[src/rtl/ldr_pkg.sv]
package ldr_pkg;

    localparam int BYTE_W    = 8;
    localparam int NUM_BYTES = 5;
    localparam int WORD_W    = BYTE_W * NUM_BYTES;
    localparam int TUNE_W    = 32;
    localparam int PHASE_W   = 5;
    localparam int RSV_W     = 2;

    // Staged programming word, MSB first
    typedef struct packed {
        logic [PHASE_W-1:0] phase;
        logic               pdn;
        logic [RSV_W-1:0]   rsv;
        logic [TUNE_W-1:0]  tune;
    } ctrl_word_t;

    // Committed fields seen by the synthesis core
    typedef struct packed {
        logic [PHASE_W-1:0] phase;
        logic               pdn;
        logic [TUNE_W-1:0]  tune;
    } active_t;

    typedef enum logic {
        MODE_PAR = 1'b0,
        MODE_SER = 1'b1
    } load_mode_e;

    function automatic logic commit_ok(input ctrl_word_t w);
        return (w.rsv == '0);
    endfunction

    function automatic active_t to_active(input ctrl_word_t w);
        active_t a;
        a.phase = w.phase;
        a.pdn   = w.pdn;
        a.tune  = w.tune;
        return a;
    endfunction

endpackage

[src/rtl/strobe_edge.sv]
module strobe_edge (
    input  logic clk,
    input  logic rst,
    input  logic lvl,
    output logic rise
);

    logic lvl_q;

    // During reset track the input so a level held across reset is no edge
    always_ff @(posedge clk) begin
        lvl_q <= lvl;
    end

    assign rise = lvl & ~lvl_q & ~rst;

    AST_ONE_SHOT: assert property (@(posedge clk) disable iff (rst)
        rise |=> !rise) else $error("edge repeated");

endmodule

[src/rtl/byte_pointer.sv]
module byte_pointer #(
    parameter int NUM_BYTES = 5,
    parameter int PTR_W     = $clog2(NUM_BYTES + 1)
) (
    input  logic             clk,
    input  logic             rst,
    input  logic             adv,
    input  logic             clr,
    output logic [PTR_W-1:0] ptr,
    output logic             full
);

    localparam logic [PTR_W-1:0] LAST = PTR_W'(NUM_BYTES);

    logic [PTR_W-1:0] ptr_q;

    always_ff @(posedge clk) begin
        if (rst || clr) begin
            ptr_q <= '0;
        end else if (adv && ptr_q != LAST) begin
            ptr_q <= ptr_q + 1'b1;
        end
    end

    assign ptr  = ptr_q;
    assign full = (ptr_q == LAST);

    AST_PTR_RANGE: assert property (@(posedge clk) disable iff (rst)
        ptr_q <= LAST) else $error("pointer out of range");
    AST_PTR_SAT: assert property (@(posedge clk) disable iff (rst)
        (full && !clr) |=> full) else $error("pointer left saturation");
    AST_PTR_REARM: assert property (@(posedge clk) disable iff (rst)
        clr |=> ptr_q == '0) else $error("pointer not re-armed");

endmodule

[src/rtl/staging_reg.sv]
module staging_reg #(
    parameter int BYTE_W    = 8,
    parameter int NUM_BYTES = 5,
    parameter int PTR_W     = $clog2(NUM_BYTES + 1),
    parameter int WORD_W    = BYTE_W * NUM_BYTES
) (
    input  logic              clk,
    input  logic              rst,
    input  logic              wr_en,
    input  logic              sh_en,
    input  logic [PTR_W-1:0]  ptr,
    input  logic [BYTE_W-1:0] din,
    input  logic              ser_bit,
    output logic [WORD_W-1:0] word
);

    // Byte slot b holds word bits counted from the top: slot 0 is the MSB byte
    logic [BYTE_W-1:0] slot [NUM_BYTES];
    logic              carry [NUM_BYTES];

    genvar b;
    generate
        for (b = 0; b < NUM_BYTES; b++) begin : g_slot
            localparam int LSB = WORD_W - BYTE_W * (b + 1);

            if (b == 0) begin : g_head
                assign carry[b] = ser_bit;
            end else begin : g_chain
                assign carry[b] = slot[b-1][0];
            end

            always_ff @(posedge clk) begin
                if (rst) begin
                    slot[b] <= '0;
                end else if (wr_en && ptr == PTR_W'(b)) begin
                    slot[b] <= din;
                end else if (sh_en) begin
                    slot[b] <= {carry[b], slot[b][BYTE_W-1:1]};
                end
            end

            assign word[LSB +: BYTE_W] = slot[b];

            AST_BYTE_STORE: assert property (@(posedge clk) disable iff (rst)
                (wr_en && ptr == PTR_W'(b)) |=> slot[b] == $past(din))
                else $error("byte not stored");
        end
    endgenerate

    AST_SER_ENTRY: assert property (@(posedge clk) disable iff (rst)
        sh_en |=> word[WORD_W-1] == $past(ser_bit))
        else $error("serial bit not entered");
    AST_SER_MOVE: assert property (@(posedge clk) disable iff (rst)
        sh_en |=> word[WORD_W-2:0] == $past(word[WORD_W-1:1]))
        else $error("serial shift wrong");
    AST_WRITE_EXCL: assert property (@(posedge clk) disable iff (rst)
        !(wr_en && sh_en)) else $error("both load paths active");

endmodule

[src/rtl/ctrl_word_loader.sv]
module ctrl_word_loader
    import ldr_pkg::*;
#(
    parameter int DATA_W = ldr_pkg::BYTE_W,
    parameter int N_BYTE = ldr_pkg::NUM_BYTES
) (
    input  logic                        clk,
    input  logic                        rst,
    input  logic                        wclk_in,
    input  logic                        upd_in,
    input  logic                        ser_mode,
    input  logic [DATA_W-1:0]           din,
    output logic [ldr_pkg::TUNE_W-1:0]  tuning_word,
    output logic [ldr_pkg::PHASE_W-1:0] phase_word,
    output logic                        power_down
);

    localparam int PTR_W = $clog2(N_BYTE + 1);
    localparam int W_W   = DATA_W * N_BYTE;

    logic             wr_rise;
    logic             up_rise;
    logic             full;
    logic [PTR_W-1:0] ptr;
    logic             par_wr;
    logic             ser_sh;
    logic [W_W-1:0]   stage_bits;
    ctrl_word_t       staged;
    active_t          active_q;
    load_mode_e       mode;

    strobe_edge i_wclk_edge (
        .clk  (clk),
        .rst  (rst),
        .lvl  (wclk_in),
        .rise (wr_rise)
    );

    strobe_edge i_upd_edge (
        .clk  (clk),
        .rst  (rst),
        .lvl  (upd_in),
        .rise (up_rise)
    );

    assign mode   = load_mode_e'(ser_mode);
    // Update has priority: a coincident word-clock edge is dropped
    assign par_wr = wr_rise && !up_rise && (mode == MODE_PAR) && !full;
    assign ser_sh = wr_rise && !up_rise && (mode == MODE_SER);

    byte_pointer #(
        .NUM_BYTES (N_BYTE),
        .PTR_W     (PTR_W)
    ) i_ptr (
        .clk  (clk),
        .rst  (rst),
        .adv  (par_wr),
        .clr  (up_rise),
        .ptr  (ptr),
        .full (full)
    );

    staging_reg #(
        .BYTE_W    (DATA_W),
        .NUM_BYTES (N_BYTE),
        .PTR_W     (PTR_W),
        .WORD_W    (W_W)
    ) i_stage (
        .clk     (clk),
        .rst     (rst),
        .wr_en   (par_wr),
        .sh_en   (ser_sh),
        .ptr     (ptr),
        .din     (din),
        .ser_bit (din[DATA_W-1]),
        .word    (stage_bits)
    );

    assign staged = ctrl_word_t'(stage_bits);

    always_ff @(posedge clk) begin
        if (rst) begin
            active_q <= '0;
        end else if (up_rise && commit_ok(staged)) begin
            active_q <= to_active(staged);
        end
    end

    assign tuning_word = active_q.tune;
    assign phase_word  = active_q.phase;
    assign power_down  = active_q.pdn;

    AST_RESET_CLEAR: assert property (@(posedge clk)
        rst |=> active_q == '0) else $error("reset left state");
    AST_ACTIVE_HOLD: assert property (@(posedge clk) disable iff (rst)
        !up_rise |=> $stable(active_q)) else $error("active moved");
    AST_RSV_REJECT: assert property (@(posedge clk) disable iff (rst)
        (up_rise && staged.rsv != '0) |=> $stable(active_q))
        else $error("reserved code applied");
    AST_FULL_IGNORE: assert property (@(posedge clk) disable iff (rst)
        (full && !up_rise) |=> $stable(stage_bits) || $past(ser_sh))
        else $error("write past last byte");

endmodule

[config.mk]
export PLATFORM = sky130hd
export DESIGN_NAME = ctrl_word_loader
export DESIGN_NICKNAME = d
export VERILOG_FILES = /design/src/rtl/ldr_pkg.sv /design/src/rtl/strobe_edge.sv /design/src/rtl/byte_pointer.sv /design/src/rtl/staging_reg.sv /design/src/rtl/ctrl_word_loader.sv
export SDC_FILE = /design/constraint.sdc
export NUM_CORES = 1
export LEC_CHECK = 0
export ABC_CLOCK_PERIOD_IN_PS = 2890
export BUFFER_PORTS_ARGS = -buffer_cell sky130_fd_sc_hd__buf_2
export CAP_MARGIN = 10
export CELL_PAD_IN_SITES_DETAIL_PLACEMENT = 0
export CELL_PAD_IN_SITES_GLOBAL_PLACEMENT = 2
export CORE_UTILIZATION = 39
export CTS_CLUSTER_DIAMETER = 40
export DETAILED_ROUTE_END_ITERATION = 12
export PLACE_DENSITY_LB_ADDON = 0.1
export SLEW_MARGIN = 20
export SYNTH_ARGS = -nofsm -noshare
export SYNTH_HDL_FRONTEND = slang
export SYNTH_HIERARCHICAL = 1
export SYNTH_SLANG_ARGS = --single-unit
[constraint.sdc]
create_clock -name clk -period 2.89 [get_ports clk]
set_input_delay 0.289 -clock clk [delete_from_list [all_inputs] [get_ports clk]]
set_output_delay 0.289 -clock clk [all_outputs]
set_load 0.05 [all_outputs]
==> results.toml <==
[logic_synthesis]
ys_types = 33
ys_seq_elements = 83
synthTopCellsByArea = "edfxtp_1 (28%), dfxtp_1 (20%), nand2b_1 (12%)"
syn-cell-area_um2 = 4330
syn_avg_cell_area_um2 = 11.2
ys_seq_area_share_pct = 47.6
synth_top_area_share_pct = 27.8
yosysTopAreaCell = "edfxtp_1"
ys_warn_count = 6
synth_nets = 400
syn-instance-count = 385

[sta]
unrepaired_setup_endpoints_after_global_routing = "false"
slew-limit-headroom_pct = 46.4
final.setup.worst_slack_ps = 545
worstMarginPinSlew_ps = 803
worst_clock_skew_ps = 10.2
report.final.slew_viol_count = 0
timing.final.hold_violations = 0
setup_violations = 0
totalNegativeSetupSlack_ps = 0
layout_min_cycle_time_ps = 2340
fmax_ghz = 0.426
final_min_period_over_clock_period_pct = 81.1

[global_route]
globalRoute.totalOverflow = 0
gr_util_all_layers_pct = 17.5
grt_pass1_vias = 2878
grt_start_max_net_pins = 96
grt_antenna_before_repair = 0
first_pass_grt_wire_length_um = 15300

[floorplan]
dieArea_um2 = 11500
floorplan.core_area_um2 = 10800
die_x_um = 107
num_io_pins = 51
die_height_um = 107
floorplan.initialDensity_pct = 39.9
fp-row-count = 38

[clocking]
clk_pin_slew_worst_paths_ps = 70
tritoncts_clock_tree = "yes"
clk_root_buffer_cell = "clkbuf_8"
clock_path_buffers = 2
post_cts_resized = 0
clock_insertion_delay_worst_skew_ps = 370
cts.sink_count = 83
cts-buffers-inserted = 9
hold_buffers = 0
cts_post_setup_buffers_inserted = 0
ctsHtreeMaxLevel = 3

[status]
outcome = "finished, violations left"
violations = "design-rule violations"

[detailed_routing]
detail_route.drc_violations = 1
drtPass1Iterations = 9
drt_iter0_drc = 100
detailroute.via_count = 2939
drt-wirelength-per-cell_um = 16.7
routed_wl_um = 9450
detail-route-antenna-nets = 0
route.detailed.vias_per_inst = 5.19

[power_and_ir_drop]
total_power_uw = 2200
static-leakage-power_uw = 0.00165
power_density_nw_per_um2 = 461
peakVddDrop_mv = 0.217

[worst_setup_path]
criticalPathCategory = "reg -> reg"
critPathRequiredTime_ps = 2920
timing.critical_path.slowest_stage_cell = "and4bb_2"
worst_path_dominant_cell_family = "simple AND/OR/NAND/NOR gates"
timing.critical_path.buf_inv = 2
worstPathCellList = "inv_1 -> ha_1 -> and2_1 -> nor4b_1 -> buf_4 -> and4bb_2 -> or3_1"
cp_peak_stage_delay_ps = 430
critPathLaunchType = "flip-flop"
end_kind = "flip-flop"
cp_data_arrival_time_ps = 2370
maximum_fanout_count_along_the_critical_path = 9

[finish]
drive_above_1_share_pct = 20.4
fin_nets = 436
final_core_util_pct = 44.1
layout.filler_cells = 1059
multi_input_comb_area_um2 = 2020
most_used_cells_in_the_layout_excluding_fill_and_tap_cells = "nand2b_1 (84), nand3b_1 (56), buf_2 (50), mux2i_1 (46), dfxtp_1 (43)"
areaGrowthSynthToFinish_pct = 10.6
layout.area.seq_um2 = 2060
final_common_cell = "nand2b_1"
antenna_diodes = 0
number_of_non_filler_instances_in_the_completed_layout = 566

[place]
placement.io_buffers = 50
dp_slack_ps = 495
place.gp.congestion = 0.726
post-dp-hpwl_um = 5980
post-place-cells = 550

[flow_run]
maxCapViolations = 0

[worst_hold_path]
holdCritPathClass = "in -> reg"
[worst paths after layout]
check / from / endpoint / slack [ps] / cells after the start
setup / recovery: i_ptr/ptr[1] / i_stage/slot[4][7] / 550 / 7
hold / removal: wclk_in / i_wclk_edge/lvl_q / 40 / 1
hold reg to reg: phase_word[1] / phase_word[1] / 470 / 2
setup reg to reg: i_ptr/ptr[1] / i_stage/slot[4][7] / 550 / 7
[kinds of logic (layout without fill, tap and decap cells)]
| kind of cell | count (synthesis) | after routing | share of synthesized area [%] |
|---|---|---|---|
| flops | 83 | 83 | 47.6 |
| simple gates | 179 | 179 | 29.5 |
| buf+inv | 39 | 80 | 5.81 |
| compound gates | 34 | 34 | 5.29 |
| mux | 48 | 48 | 11.2 |
| fa+ha+maj | 2 | 2 | 0.578 |
[metal layers]
| metal | part of all wire (%) | wire (um) | GRT usage, % | vias up |
|---|---|---|---|---|
| li1 | - | - | - | 1457 |
| met1 | 50 | 4680 | 24.0 | 1415 |
| met2 | 45 | 4300 | 26.7 | 56 |
| met3 | 3.1 | 291 | 3.33 | 11 |
| met4 | 1.9 | 176 | 7.93 | 0 |
| met5 | 0 | 0 | 0 | - |
[cell usage after synthesis]
cell / number
nand2b_1: 84
nand3b_1: 56
mux2i_1: 46
dfxtp_1: 43
edfxtp_1: 40
o22ai_1: 30
clkbuf_1: 18
nand3_1: 8
buf_2: 6
buf_6: 6
or3b_1: 6
buf_4: 5
or3_1: 5
and4bb_2: 3
nor3b_2: 3
or3b_2: 3
buf_12: 2
ha_1: 2
mux2_1: 2
nor3_1: 2
nor3b_1: 2
o22ai_2: 2
a21boi_2: 1
a21oi_1: 1
and2_1: 1
and3b_1: 1
and4b_1: 1
and4b_2: 1
clkbuf_2: 1
inv_1: 1
nor4_2: 1
nor4b_1: 1
nor4b_4: 1
[stage by stage]
step	hold WS, ps	instance area [um2]
floorplan	317	4330
global placement	402	4630
detailed placement	405	4630
CTS	23.4	4780
global route	24.4	4780
finish	40.0	4780
[registers in the layout (all words and copies together), names as in the netlist]
signal and cells:
power_down 1, i_ptr/ptr 3, phase_word 5, i_wclk_edge/lvl_q 1, i_upd_edge/lvl_q 1, i_stage/slot 40
tuning_word 32
[where the power goes]
| group | leakage [uW] | switching (uW) | internal, uW |
|---|---|---|---|
| clock | 0.0000734 | 405 | 313 |
| sequential | 0.000765 | 22.8 | 1270 |
| combinational | 0.000811 | 119 | 77.3 |
| total | 0.00165 | 546 | 1660 |
[cell type report]
type	instances	share of cell area (%)
Tap cell	140	3.66
Inverter	1	0.0785
Timing Repair Buffer	63	7.79
Multi-Input combinational cell	263	42.2
Sequential cell	83	43.1
Clock buffer	15	3.06
Clock inverter	1	0.0785
Note: power is estimated with default switching activity, not from simulation.
